<file path="config.mk">
export PLATFORM = sky130hd
export DESIGN_NAME = irq_pulse_ctrl
export DESIGN_NICKNAME = d
export VERILOG_FILES = /design/src/rtl/irq_pulse_pkg.sv /design/src/rtl/irq_status_bank.sv /design/src/rtl/irq_enable_reg.sv /design/src/rtl/irq_pulse_gen.sv /design/src/rtl/irq_pulse_ctrl.sv
export SDC_FILE = /design/constraint.sdc
export NUM_CORES = 1
export LEC_CHECK = 0
export ABC_CLOCK_PERIOD_IN_PS = 2400
export BUFFER_PORTS_ARGS = -buffer_cell sky130_fd_sc_hd__buf_2
export CAP_MARGIN = 40
export CORE_MARGIN = 1.5
export CORE_UTILIZATION = 53
export CTS_CLUSTER_DIAMETER = 80
export DETAILED_ROUTE_END_ITERATION = 8
export PLACE_DENSITY = 0.88
export SYNTH_ARGS = -nofsm -noshare
export SYNTH_HDL_FRONTEND = slang
export SYNTH_HIERARCHICAL = 1
export SYNTH_SLANG_ARGS = --single-unit
</file>
<file path="constraint.sdc">
create_clock -name clk -period 2.4 [get_ports clk]
set_input_delay 0.12 -clock clk [delete_from_list [all_inputs] [get_ports clk]]
set_output_delay 0.12 -clock clk [all_outputs]
set_load 0.02 [all_outputs]
</file>
<file path="src/rtl/irq_pulse_pkg.sv">
package irq_pulse_pkg;

    typedef enum logic [1:0] {
        SEL_STATUS = 2'd0,
        SEL_ENABLE = 2'd1,
        SEL_NONE   = 2'd2
    } reg_sel_e;

endpackage

</file>
<file path="src/rtl/irq_status_bank.sv">
module irq_status_bank #(
    parameter int NUM_FLAGS = 8
) (
    input  logic                 clk,
    input  logic                 rst_n,
    input  logic [NUM_FLAGS-1:0] set_i,
    input  logic                 clr_wr_i,
    input  logic [NUM_FLAGS-1:0] clr_data_i,
    output logic [NUM_FLAGS-1:0] status_o,
    output logic                 cleared_any_o
);

    typedef struct packed {
        logic [NUM_FLAGS-1:0] status;
    } bank_t;

    bank_t state_d, state_q;
    logic [NUM_FLAGS-1:0] clr_mask;
    logic [NUM_FLAGS-1:0] dropped;

    always_comb begin
        clr_mask = clr_wr_i ? clr_data_i : '0;
        dropped  = state_q.status & clr_mask & ~set_i;
        state_d  = state_q;
        for (int i = 0; i < NUM_FLAGS; i++) begin
            if (set_i[i]) begin
                state_d.status[i] = 1'b1;
            end else if (clr_mask[i]) begin
                state_d.status[i] = 1'b0;
            end
        end
    end

    always_ff @(posedge clk or negedge rst_n) begin
        if (!rst_n) begin
            state_q <= '0;
        end else begin
            state_q <= state_d;
        end
    end

    assign status_o      = state_q.status;
    assign cleared_any_o = |dropped;

    // every strobed bit is set after the edge, even under a clear
    p_set_wins_r4: assert property (@(posedge clk) disable iff (!rst_n)
        |set_i |=> ((status_o & $past(set_i)) == $past(set_i)));

    // bits cleared without a competing strobe read 0 afterwards
    p_clear_takes_r3: assert property (@(posedge clk) disable iff (!rst_n)
        clr_wr_i |=> ((status_o & $past(clr_data_i & ~set_i)) == '0));

    // a bit only falls when it was cleared
    p_no_spurious_drop_r3: assert property (@(posedge clk) disable iff (!rst_n)
        1'b1 |=> ((~status_o & $past(status_o) & ~$past(clr_mask)) == '0));

endmodule

</file>
<file path="src/rtl/irq_enable_reg.sv">
module irq_enable_reg #(
    parameter int NUM_FLAGS = 8
) (
    input  logic                 clk,
    input  logic                 rst_n,
    input  logic                 wr_i,
    input  logic [NUM_FLAGS:0]   wdata_i,
    output logic [NUM_FLAGS-1:0] en_o,
    output logic                 gen_o
);

    typedef struct packed {
        logic                 gen;
        logic [NUM_FLAGS-1:0] en;
    } enable_t;

    enable_t state_d, state_q;

    always_comb begin
        state_d = state_q;
        if (wr_i) begin
            state_d.en  = wdata_i[NUM_FLAGS-1:0];
            state_d.gen = wdata_i[NUM_FLAGS];
        end
    end

    always_ff @(posedge clk or negedge rst_n) begin
        if (!rst_n) begin
            state_q <= '0;
        end else begin
            state_q <= state_d;
        end
    end

    assign en_o  = state_q.en;
    assign gen_o = state_q.gen;

    // enables move only on a write to their address
    p_enable_hold_r5: assert property (@(posedge clk) disable iff (!rst_n)
        !wr_i |=> ($stable(en_o) && $stable(gen_o)));

    // a write loads exactly the written value
    p_enable_load_r5: assert property (@(posedge clk) disable iff (!rst_n)
        wr_i |=> ({gen_o, en_o} == $past(wdata_i)));

endmodule

</file>
<file path="src/rtl/irq_pulse_gen.sv">
module irq_pulse_gen (
    input  logic clk,
    input  logic rst_n,
    input  logic pending_i,
    input  logic rearm_i,
    output logic irq_o
);

    typedef struct packed {
        logic fired;
        logic irq;
    } pulse_t;

    pulse_t state_d, state_q;

    always_comb begin
        state_d       = state_q;
        state_d.irq   = pending_i && !state_q.fired;
        state_d.fired = pending_i && !rearm_i;
    end

    always_ff @(posedge clk or negedge rst_n) begin
        if (!rst_n) begin
            state_q <= '0;
        end else begin
            state_q <= state_d;
        end
    end

    assign irq_o = state_q.irq;

    // a pulse is always preceded by a pending cycle
    p_pulse_from_pending_r6: assert property (@(posedge clk) disable iff (!rst_n)
        !pending_i |=> !irq_o);

    // once issued and not re-armed, no further pulse
    p_no_repeat_r7: assert property (@(posedge clk) disable iff (!rst_n)
        (state_q.fired && pending_i && !rearm_i) |=> !irq_o);

    // re-armed pending period yields a pulse two cycles on
    p_rearm_fires_r8: assert property (@(posedge clk) disable iff (!rst_n)
        (pending_i && rearm_i) |=> (!pending_i || irq_o) or (pending_i ##1 irq_o));

endmodule

</file>
<file path="src/rtl/irq_pulse_ctrl.sv">
module irq_pulse_ctrl #(
    parameter int NUM_FLAGS = 8,
    parameter int ADDR_W    = 2
) (
    input  logic                 clk,
    input  logic                 rst_n,
    input  logic [NUM_FLAGS-1:0] flag_set,
    input  logic                 reg_wr,
    input  logic [ADDR_W-1:0]    reg_addr,
    input  logic [NUM_FLAGS:0]   reg_wdata,
    output logic [NUM_FLAGS:0]   reg_rdata,
    output logic                 irq_pulse
);
    import irq_pulse_pkg::*;

    localparam int REG_W = NUM_FLAGS + 1;
    localparam logic [ADDR_W-1:0] ADDR_STATUS = ADDR_W'(0);
    localparam logic [ADDR_W-1:0] ADDR_ENABLE = ADDR_W'(1);

    reg_sel_e             sel;
    logic [NUM_FLAGS-1:0] status;
    logic [NUM_FLAGS-1:0] enables;
    logic                 global_en;
    logic                 cleared_any;
    logic                 pending;
    logic [REG_W-1:0]     rdata_mux;

    always_comb begin
        if (reg_addr == ADDR_STATUS) begin
            sel = SEL_STATUS;
        end else if (reg_addr == ADDR_ENABLE) begin
            sel = SEL_ENABLE;
        end else begin
            sel = SEL_NONE;
        end
    end

    irq_status_bank #(.NUM_FLAGS(NUM_FLAGS)) status_i (
        .clk          (clk),
        .rst_n        (rst_n),
        .set_i        (flag_set),
        .clr_wr_i     (reg_wr && (sel == SEL_STATUS)),
        .clr_data_i   (reg_wdata[NUM_FLAGS-1:0]),
        .status_o     (status),
        .cleared_any_o(cleared_any)
    );

    irq_enable_reg #(.NUM_FLAGS(NUM_FLAGS)) enable_i (
        .clk    (clk),
        .rst_n  (rst_n),
        .wr_i   (reg_wr && (sel == SEL_ENABLE)),
        .wdata_i(reg_wdata),
        .en_o   (enables),
        .gen_o  (global_en)
    );

    assign pending = global_en && |(status & enables);

    irq_pulse_gen pulse_i (
        .clk      (clk),
        .rst_n    (rst_n),
        .pending_i(pending),
        .rearm_i  (cleared_any),
        .irq_o    (irq_pulse)
    );

    always_comb begin
        unique case (sel)
            SEL_STATUS: rdata_mux = {1'b0, status};
            SEL_ENABLE: rdata_mux = {global_en, enables};
            default:    rdata_mux = '0;
        endcase
    end

    assign reg_rdata = rdata_mux;

    // no pulse can follow a cycle with the global enable low
    p_global_gate_r9: assert property (@(posedge clk) disable iff (!rst_n)
        !global_en |=> !irq_pulse);

    // flags without their own enable cannot raise a pulse
    p_masked_quiet_r10: assert property (@(posedge clk) disable iff (!rst_n)
        ((status & enables) == '0) |=> !irq_pulse);

endmodule

</file>
---- Yosys cells after proc, flatten, opt, wreduce, memory -nomap -nowiden ----
Cells that the tools add are included.
word-level totals
  flip-flop bits (word level) ............. 19
  bits of input ports ..................... 22
  output and inout bits ................... 10
  logic and storage cells ................. 57
cells by class
  equal/unequal tests ..................... 2
  multiplexer cells ....................... 20
  bitwise gates (word level) .............. 4
  reduce and logical (&&, ||, !) cells .... 19
operators with widths
  operator                                                          number
  8-bit AND                                                         3
  9-bit case mux with 2 select lines                                1
  1-bit two-way mux                                                 16
  2-bit nonzero test                                                8
  8-bit OR reduction                                                2
  8-bit two-way mux                                                 1
  8-bit NOT                                                         1
  1-bit logical AND                                                 5
  2-bit by 1-bit == test with 1-bit output (second input constant)  2
  2-bit logical NOT                                                 2
  2-bit two-way mux                                                 2
  1-bit logical NOT                                                 2

---- Logic depth before layout (Yosys ltp) ----
Gate-level depths: netlist (run 1).
  depth in word-level cells ............... 11
  gate-level depth with buffers ........... 5

---- Hierarchy ----
Netlist (run 1), hierarchy kept.
by module, submodules not included
  module           times used  cells each  area each (µm²)  seq. area each (µm²)
  irq_enable_reg   1           19          371.6            225.2
  irq_status_bank  1           38          369.1            200.2
  irq_pulse_ctrl   1           27          198.9            0.0
  irq_pulse_gen    1           4           77.6             50.0

---- Worst setup path after synthesis (run 1) ----
No wires, ideal clock.
  path kind ............................... register to register
  start point ............................. register status_i.state_q (netlist bit status_i/status_o[2])
  end point ............................... register pulse_i/state_q[1] (netlist bit)
  setup time .............................. 0.068 ns
  arrival ................................. 1.056 ns
  data required time ...................... 2.332 ns
  setup slack ............................. 1.277 ns
  cell stages (with the launch flop) ...... 5
  cells stage by stage .................... dfrtp_1 > nand2_1 > o22ai_1 > o41a_1 > nor2b_4
RTL lines
  what                    line                   RTL
  start, declared         irq_status_bank.sv:17  bank_t state_d, state_q;
  start signal, assigned  irq_status_bank.sv:38  state_q <= state_d;
  end signal, assigned    irq_pulse_gen.sv:26    state_q <= state_d;
  end, declared           irq_pulse_gen.sv:14    pulse_t state_d, state_q;

---- Worst setup path in the final report (run 1) ----
  start point ............................. register status_i.state_q (netlist bit status_i/status_o[2])
  end point ............................... output port reg_rdata[2]
between the ends
  word-level cells in the longest chain between the ends .. 1
RTL lines
  what                                line                  RTL
  9-bit case mux with 2 select lines  irq_pulse_ctrl.sv:68  unique case (sel)
  end, declared                       irq_pulse_ctrl.sv:11  output logic [NUM_FLAGS:0] reg_rdata,
Every way passes these cells.

==> impl_metrics.yaml, run 1 <==
run_status:
  status: "completed"
power_and_ir_drop:
  leakage_nw: 0.594
  p_per_area_mw_per_mm2: 625
  ir_drop_mv: 0.491
route:
  wl_per_cell_um: 15.0
  drt-vias-per-instance: 5.46
  num_vias: 797
  drc: 0
  drtAntennaViolNets: 0
  first_pass_iters: 4
  drt_first_iter_violations: 16
  wl_mm: 2.18
finish:
  register_area_um2: 475
  diodes: 0
  fin_cells: 146
  n_fill_cell: 144
  drive_above_1_share: 0.405
  stdcell_area_mm2: 0.00121
  nets: 144
  area_delta_synth_final_pct: 18.8
  multi_input_area_um2: 499
global_route:
  grt_pass1_wl_mm: 3.39
  grt_overflow_total: 0
  gr-usage-all-layers: 0.224
  grt_max_degree: 20
  grt_pass1_vias: 778
  antenna_found_initial: 0
job:
  maxCapViolations: 0
sta:
  finalSetupViolations: 0
  period_share: 0.517
  min_period_ns: 1.24
  drv_slew: 0
  finalSetupTns_ns: 0
  clock.fmax_mhz: 806
  finalHoldViolations: 0
  fin_skew_ns: 0.00361
  maxSlewHeadroom: 0.714
  max_slew.worst_pin.slew_ns: 0.430
  rsz0062_at_grt: "false"
critical_path:
  cp-startpoint: "status_i/status_o[2]"
  cp_slowest_cell: "dfrtp_1"
  reg2reg_slack_ns: 1.17
  path_delay_family: "flip-flops"
  endpoint_kind: "primary output"
  worstReg2RegStart: "status_i/status_o[2]"
  r2r.worst_path.cells: 4
  crit_fanout: 4
  critPathCapture: "reg_rdata[2]"
  crit_type: "flop to primary output"
  r2r-end: "pulse_i/state_q[1]"
  max_stage_delay_ns: 0.44
  worstPathArrival_ns: 1.12
  path_cells: "mux2i_1 > nor2_1 > buf_2"
  worst-path-stages: 3
  cp-start-kind: "flop"
  worst-endpoint-required_ns: 2.28
  crit_buf_inv: 1
logic_synthesis:
  syn_avg_cell_area_um2: 11.6
  netlist_area_mm2: 0.00102
  synth_seq_cells: 19
  synth.net_count: 110
  yosysSeqAreaShare: 0.467
  ys_warn_count: 6
  synth.distinct_cells: 18
  syn_inst: 88
place:
  hpwl_mm: 1.68
  port_buffers: 31
  dpl-instance-area_mm2: 0.00117
  place_congestion: 0.803
  place_inst: 141
floorplan:
  dieHeight_um: 46.8
  die-width_um: 46.8
  die-area_mm2: 0.00219
  core_mm2: 0.00176
  start_util: 0.577
  io_pins: 32
  rows: 15
clock_tree:
  postCtsSetupRepairBufs: 0
  cts.path.max_buffers: 2
  root_buffer: "clkbuf_4"
  clk_pin_slew_ns: 0.11
  clock_sinks: 19
  clock_latency_ns: 0.29
  htree_levels: 1
  cts_tree: "yes"
  cts_buffers: 3
hold_path:
  hold_path.class: "input pin to flop"
-- cells in the mapped netlist, drive strengths merged --
master | instances | share of area
o41a | 1 | 0.011
nor2b | 2 | 0.027
nor3b | 2 | 0.020
o22ai | 4 | 0.025
nand2 | 16 | 0.059
a41oi | 1 | 0.0086
buf | 4 | 0.038
mux2i | 8 | 0.079
inv | 1 | 0.0037
mux2 | 9 | 0.13
a22oi | 4 | 0.030
a21o | 8 | 0.060
nor2 | 8 | 0.030
dfrtp | 19 | 0.47
and3b | 1 | 0.0098
-- cell type report --
class / count / area share
clock buffer: 4 / 0.0217
inverter: 1 / 0.00311
multi-input combinational: 64 / 0.413
sequential: 19 / 0.393
tap: 25 / 0.0259
timing repair buffer: 33 / 0.143
-- how the worst min path moves through the flow --
stage,slack [ns],start,endpoint,depth (start not counted)
after detailed placement,0.08,rst_n,pulse_i/irq_o,1
after global routing,0.006,flag_set[0],status_i/status_o[0],2
after floorplan,-0.18,rst_n,enable_i/en_o[0],0
after CTS,0.01,flag_set[2],status_i/status_o[2],2
after global placement,0.07,rst_n,pulse_i/state_q[1],1
final,0.02,flag_set[6],status_i/status_o[6],2
-- stage by stage --
stage | setup WS (ns) | hold slack [ns] | power [mW] | util
after floorplan | 1.28 | -0.176 | 0.532 | -
after global placement | 1.17 | 0.0708 | 0.588 | 0.665
after detailed placement | 1.11 | 0.0811 | 0.600 | 0.665
after CTS | 1.16 | 0.0126 | 0.759 | 0.685
after global routing | 1.12 | 0.00626 | 0.788 | 0.685
final | 1.16 | 0.0168 | 0.756 | 0.685
-- sequential cells by signal, summed over array words and instances (netlist names) --
| name | count |
|---|---|
| enable_i/en_o | 8 |
| status_i/status_o | 8 |
| enable_i/gen_o | 1 |
| pulse_i/irq_o | 1 |
| pulse_i/state_q | 1 |
-- per-layer routing --
layer  vias up  share of wire  GRT usage
met5         -              0          0
met1       386           0.43      0.266
met3         4          0.053     0.0615
met2        32           0.50      0.395
li1        375              -          -
met4         0         0.0092     0.0667
-- layout by cell type, fill, tap and decap left out --
cell type	instances
a41oi_1	1
buf_2	31
mux2_4	9
nor2b_4	2
o41a_1	1
and3b_2	1
dlygate4sd3_1	1
buf_4	1
a21o_1	7
clkbuf_4	3
nor3b_1	1
clkbuf_1	1
a22oi_1	4
mux2i_1	8
inv_1	1
a21o_2	1
dfrtp_1	19
nor3b_2	1
nand2_1	16
nor2_1	8
o22ai_1	4
-- kinds of logic after synthesis --
group,after synthesis,synth area share
AND/OR/NAND/NOR,29,0.145
AO/OA/AOI/OAI,18,0.134
multiplexers,17,0.212
flip-flops,19,0.467
buffers and inverters,5,0.0418
-- power breakdown --
part	internal [mW]	leakage [nW]	total (mW)	switching [mW]
Combinational	0.106	0.375	0.200	0.0933
Clock	0.0647	0.0150	0.160	0.0958
Sequential	0.360	0.204	0.395	0.0351
Total	0.531	0.594	0.756	0.224
-- timing repair --
action / in CTS / in global routing
hold buffers: 1 / 0
resized for setup: 0 / 0
hold endpoints to repair: 19 / 0
(Power assumes the default switching activity.)
==> inputs of run 2 (changes only) <==
--- a/config.mk
+++ b/config.mk
@@ -5,14 +5,14 @@
 export SDC_FILE = /design/constraint.sdc
 export NUM_CORES = 1
 export LEC_CHECK = 0
-export ABC_CLOCK_PERIOD_IN_PS = 2400
+export ABC_CLOCK_PERIOD_IN_PS = 1250
 export BUFFER_PORTS_ARGS = -buffer_cell sky130_fd_sc_hd__buf_2
 export CAP_MARGIN = 40
 export CORE_MARGIN = 1.5
-export CORE_UTILIZATION = 53
+export CORE_UTILIZATION = 49
 export CTS_CLUSTER_DIAMETER = 80
 export DETAILED_ROUTE_END_ITERATION = 8
-export PLACE_DENSITY = 0.88
+export PLACE_DENSITY = 0.83
 export SYNTH_ARGS = -nofsm -noshare
 export SYNTH_HDL_FRONTEND = slang
 export SYNTH_HIERARCHICAL = 1
==> constraint.sdc (replaced) <==
create_clock -name clk -period 1.25 [get_ports clk]
set_input_delay 0.0625 -clock clk [delete_from_list [all_inputs] [get_ports clk]]
set_output_delay 0.0625 -clock clk [all_outputs]
set_load 0.02 [all_outputs]
==> run 2 against run 1 <==
Against the previous run: design area rose by 10%; cell count grew 9.6%; first-iteration DRC count up 19%; clock power grew 91%; non-clock buffer count grew 12; critical path type is now flop to flop; sequential cell count unchanged; combinational power is 110% higher; core utilization is 0.72 points lower; via count grew 6.3%.
==> impl_metrics.yaml, run 2 (synthesis gave the netlist of run 1 again) <==
floorplan:
  die-area_mm2: 0.00236
  core_mm2: 0.00196
  io_pins: 32
  rows: 16
  start_util: 0.518
  die-width_um: 48.6
  dieHeight_um: 48.6
global_route:
  grt_overflow_total: 0
  grt_pass1_vias: 863
  antenna_found_initial: 0
  grt_max_degree: 20
  gr-usage-all-layers: 0.210
  grt_pass1_wl_mm: 3.84
finish:
  fin_cells: 160
  drive_above_1_share: 0.398
  layout_commonest_cell: "buf_2"
  diodes: 0
  final_util: 0.678
  nets: 156
  area_delta_synth_final_pct: 30.8
  n_fill_cell: 155
  final_cell_mix: "buf_2, dfrtp_1, nand2_1"
  register_area_um2: 475
  multi_input_area_um2: 505
clock_tree:
  htree_levels: 1
  cts.path.max_buffers: 2
  cts_buffers: 3
  clock_latency_ns: 0.29
  cts_tree: "yes"
  clock_sinks: 19
  postCtsSetupRepairBufs: 0
  root_buffer: "clkbuf_4"
  clk_pin_slew_ns: 0.10
critical_path:
  cp-start-kind: "flop"
  crit_type: "flop to flop"
  cp_slowest_cell: "o41a_1"
  max_stage_delay_ns: 0.46
  crit_buf_inv: 0
  worstPathArrival_ns: 1.46
  path_delay_family: "compound AO/OA/AOI/OAI gates"
  endpoint_kind: "flop"
  worst-endpoint-required_ns: 1.49
  crit_fanout: 4
  path_cells: "nand2_1 > o22ai_1 > o41a_1 > nor2b_4"
sta:
  finalHoldViolations: 0
  maxSlewHeadroom: 0.719
  finalSetupViolations: 0
  rsz0062_at_grt: "false"
  clock.fmax_mhz: 819
  setup_slack_ns: 0.0294
  max_slew.worst_pin.slew_ns: 0.421
  drv_slew: 0
  finalSetupTns_ns: 0
  fin_skew_ns: 0.00107
  period_share: 0.976
  min_period_ns: 1.22
place:
  hpwl_mm: 1.66
  place_inst: 146
  place_congestion: 0.726
  port_buffers: 31
  place_ws_ns: 0.0810
route:
  drt-vias-per-instance: 5.29
  wl_mm: 2.32
  first_pass_iters: 4
  wl_per_cell_um: 14.5
  drtAntennaViolNets: 0
  num_vias: 847
  drc: 0
  drt_first_iter_violations: 19
run_status:
  status: "completed"
job:
  maxCapViolations: 0
power_and_ir_drop:
  ir_drop_mv: 0.795
  leakage_nw: 0.648
  p_per_area_mw_per_mm2: 1110
hold_path:
  hold_path.class: "input pin to flop"
==> run 2: changes by cell type in the layout (fill, tap and decap cells not counted) <==
| cell | before | now |
|---|---|---|
| dlygate4sd3_1 | 1 | 10 |
| buf_4 | 1 | 4 |
| o22ai_1 | 4 | 3 |
| o22ai_2 | 0 | 1 |
==> run 2: cell type report <==
| type | instances | area share |
|---|---|---|
| Clock buffer | 4 | 0.0198 |
| Inverter | 1 | 0.00282 |
| Sequential cell | 19 | 0.357 |
| Timing Repair Buffer | 45 | 0.214 |
| Tap cell | 27 | 0.0254 |
| Multi-Input combinational cell | 64 | 0.380 |
==> run 2: final timing paths <==
check	from	to	slack, ns	depth (start not counted)
max	status_i/status_o[4]	pulse_i/state_q[1]	0.03	4
min	reg_wdata[5]	enable_i/en_o[5]	0.03	2
max reg2reg	status_i/status_o[4]	pulse_i/state_q[1]	0.03	4
min reg2reg	pulse_i/state_q[1]	pulse_i/irq_o	0.47	1
max in group asynchronous	rst_n	status_i/status_o[3]	0.72	2
min in group asynchronous	rst_n	status_i/status_o[5]	0.23	2
==> run 2: where the power goes <==
part           internal [mW]  switching, mW
clock                  0.124          0.182
sequential             0.692         0.0623
combinational          0.230          0.188
==> run 2: metrics by stage <==
| stage | total power [mW] | hold WS, ns | instance area (µm²) |
|---|---|---|---|
| detailed placement | 1.15 | 0.0217 | 1200 |
| CTS | 1.48 | 0.0179 | 1320 |
| global route | 1.56 | 0.0137 | 1330 |
| global placement | 1.14 | 0.0167 | 1200 |
| finish | 1.48 | 0.0284 | 1330 |
| floorplan | 1.02 | -0.233 | 1020 |
==> run 2: timing repair <==
action                     in CTS  in global routing
setup endpoints to repair       0                  1
hold endpoints to repair       28                  0
gates resized for setup         0                  1
hold buffers                   10                  0
==> run 2: routing by layer <==
metal	vias up	GRT usage	wire, µm
li1	405	-	-
met1	413	0.265	990
met2	25	0.359	1220
met3	4	0.0401	69
met4	0	0.0810	38
met5	-	0	0
==> inputs of run 3 (changes only) <==
--- a/config.mk
+++ b/config.mk
@@ -5,14 +5,16 @@
 export SDC_FILE = /design/constraint.sdc
 export NUM_CORES = 1
 export LEC_CHECK = 0
+export ABC_AREA = 1
 export ABC_CLOCK_PERIOD_IN_PS = 1250
 export BUFFER_PORTS_ARGS = -buffer_cell sky130_fd_sc_hd__buf_2
 export CAP_MARGIN = 40
 export CORE_MARGIN = 1.5
-export CORE_UTILIZATION = 49
+export CORE_UTILIZATION = 50
 export CTS_CLUSTER_DIAMETER = 80
 export DETAILED_ROUTE_END_ITERATION = 8
-export PLACE_DENSITY = 0.83
+export PLACE_DENSITY = 0.84
+export SLEW_MARGIN = 20
 export SYNTH_ARGS = -nofsm -noshare
 export SYNTH_HDL_FRONTEND = slang
 export SYNTH_HIERARCHICAL = 1
==> run 3 against run 2 <==
Against the previous run: synthesized cell count is 73% higher; area after synthesis is 7.0% higher; non-clock buffer count grew 9; maximum frequency rose by 6.5%; design area is 11% higher; via count up 30%; clock power is 2% lower; combinational power shrank 9.5%; first-iteration DRC count grew 68%; die area up 4.6%; sequential cell count is the same; worst setup slack improved by 0.074 ns; critical path type is now flop to primary output; highest routed layer unchanged.
==> impl_metrics.yaml, run 3 <==
floorplan:
  rows: 16
  start_util: 0.544
  die-width_um: 49.7
  io_pins: 32
  dieHeight_um: 49.7
  core_mm2: 0.00200
  die-area_mm2: 0.00247
logic_synthesis:
  yosysSeqAreaShare: 0.437
  synth_seq_cells: 19
  synth_edf_count: 0
  synth.net_count: 174
  synth.distinct_cells: 14
  synth_area_leader_cell: "dfrtp_1"
  async_flop_share: 1.00
  syn_avg_cell_area_um2: 7.16
  netlist_area_mm2: 0.00109
  synthTopCellsByArea: "dfrtp_1, nand2_1, inv_1"
  ys_warn_count: 6
  yosysTopAreaCellShare: 0.437
  synth_common_cells: "nand2_1, inv_1, dfrtp_1"
  syn_inst: 152
  ys.flop_type: "dfrtp_1"
  yosysMostFrequentCell: "nand2_1"
finish:
  stdcell_area_mm2: 0.00148
  final_cell_mix: "nand2_1, buf_2, inv_1"
  drive_above_1_share: 0.272
  nets: 229
  layout_commonest_cell: "nand2_1"
  n_fill_cell: 179
  area_delta_synth_final_pct: 35.5
  diodes: 0
sta:
  min_period_ns: 1.15
  drv_slew: 0
  clock.fmax_mhz: 872
  fin_skew_ns: 0.00340
  rsz0062_at_grt: "false"
  finalHoldViolations: 0
  finalSetupViolations: 0
  maxSlewHeadroom: 0.706
  period_share: 0.917
  finalSetupTns_ns: 0
  max_slew.worst_pin.slew_ns: 0.440
critical_path:
  crit_type: "flop to primary output"
  crit_buf_inv: 2
  cp-startpoint: "status_i/status_o[2]"
  crit_fanout: 4
  worstPathArrival_ns: 1.08
  cp_slowest_cell: "dfrtp_1"
  endpoint_kind: "primary output"
  worstReg2RegStart: "status_i/status_o[6]"
  max_stage_delay_ns: 0.42
  path_cells: "inv_1 > o21ai_2 > buf_2"
  cp-start-kind: "flop"
  worst-endpoint-required_ns: 1.19
  path_delay_family: "flip-flops"
hold_path:
  hold_path.class: "input pin to flop"
  min_from: "reg_wdata[4]"
route:
  drt-vias-per-instance: 4.73
  drc: 0
  first_pass_iters: 4
  drtAntennaViolNets: 0
  wl_per_cell_um: 11.2
  wl_mm: 2.61
  num_vias: 1101
  drt_first_iter_violations: 32
power_and_ir_drop:
  ir_drop_mv: 0.838
  pwr-share-seq: 0.517
  sw_frac_of_total: 0.315
  internal-power_mw: 0.965
  combPwrFrac: 0.269
  clkPwrFrac: 0.213
  p_sw_mw: 0.443
  leakage_nw: 0.924
  p_per_area_mw_per_mm2: 955
clock_tree:
  postCtsSetupRepairBufs: 0
  cts_buffers: 3
  clk_pin_slew_ns: 0.11
  clock_sinks: 19
  cts_resized: 0
  cts.path.max_buffers: 2
  cts_tree: "yes"
  root_buffer: "clkbuf_4"
  htree_levels: 1
  clock_latency_ns: 0.29
global_route:
  grt_pass1_vias: 1118
  gr-usage-all-layers: 0.237
  grt_max_degree: 20
  grt_pass1_wl_mm: 4.51
  antenna_found_initial: 0
  grt_overflow_total: 0
place:
  hpwl_mm: 1.88
  dpl-instance-area_mm2: 0.00129
  place_congestion: 0.964
  port_buffers: 31
job:
  maxCapViolations: 0
run_status:
  status: "completed"
run 3: changes by cell type after synthesis, moves of 4 or more:
| cell | before | now |
|---|---|---|
| nand3_1 | 0 | 8 |
| o21bai_1 | 0 | 4 |
| nor2_1 | 8 | 13 |
| nand2_1 | 16 | 63 |
| a21o_1 | 7 | 0 |
| mux2_4 | 9 | 0 |
| o21ai_2 | 0 | 8 |
| inv_1 | 1 | 21 |
| a22oi_1 | 4 | 0 |
| o22ai_1 | 4 | 0 |
| mux2i_1 | 8 | 0 |
| nand4_1 | 0 | 4 |
run 3: power by group through the flow:
stage | Combinational, mW | Clock (mW) | Sequential, mW
3_5_place_dp | 0.342 | 0 | 0.740
2_1_floorplan | 0.215 | 0 | 0.736
3_3_place_gp | 0.333 | 0 | 0.736
4_1_cts | 0.381 | 0.315 | 0.728
5_1_grt | 0.424 | 0.346 | 0.737
6_report | 0.379 | 0.300 | 0.729
run 3: metal layers:
layer	up-vias	part of all wire	routed length (µm)	global-route usage
met5	-	0	0	0
met4	0	0.0073	19	0.0741
met3	2	0.072	188	0.0333
met2	39	0.50	1310	0.438
met1	492	0.42	1090	0.281
li1	568	-	-	-
run 3: through the flow:
stage	worst slack [ns]	utilization	power [mW]	hold WS [ns]	cells
final	0.104	0.737	1.41	0.0148	233
after global routing	0.0305	0.737	1.51	0.0152	233
after CTS	0.0886	0.737	1.42	0.00890	233
after detailed placement	0.0947	0.643	1.08	0.0273	213
after global placement	0.136	0.643	1.07	0.0265	213
after floorplan	0.0416	-	0.952	-0.233	152
run 3: final timing paths:
check                      depth (start not counted)                   end  slack (ns)
setup / recovery                                   3          reg_rdata[2]        0.10
hold / removal                                     3      enable_i/en_o[4]        0.01
setup reg to reg                                   6         pulse_i/irq_o        0.27
hold reg to reg                                    1         pulse_i/irq_o        0.41
max in group asynchronous                          2  status_i/status_o[3]        0.71
min in group asynchronous                          2      enable_i/en_o[7]        0.24
run 3: what timing repair did:
item	4_1_cts	5_1_grt
hold buffers	16	0
endpoints found under the setup margin	0	0
endpoints found under the hold margin	34	0
run 3: logic make-up (layout without fill, tap and decap cells):
group,after synthesis,in the layout,synth area share
and+or+nand+nor,91,91,0.339
buffers and inverters,29,83,0.128
AOI/OAI and AO/OA,13,13,0.0966
DFF,19,19,0.437
run 3: tightest hold or removal path: stages:
cell,delay [ns]
buf_2,0.10
nand2_1,0.05
nand2_1,0.06
run 3: cell type report:
| type | instances | area (µm²) | share of cell area |
|---|---|---|---|
| Tap cell | 27 | 33.8 | 0.0229 |
| Clock buffer | 3 | 22.5 | 0.0153 |
| Multi-Input combinational cell | 104 | 477 | 0.323 |
| Timing Repair Buffer | 54 | 368 | 0.249 |
| Inverter | 25 | 93.8 | 0.0636 |
| Sequential cell | 19 | 475 | 0.322 |
| Clock inverter | 1 | 5.00 | 0.00339 |
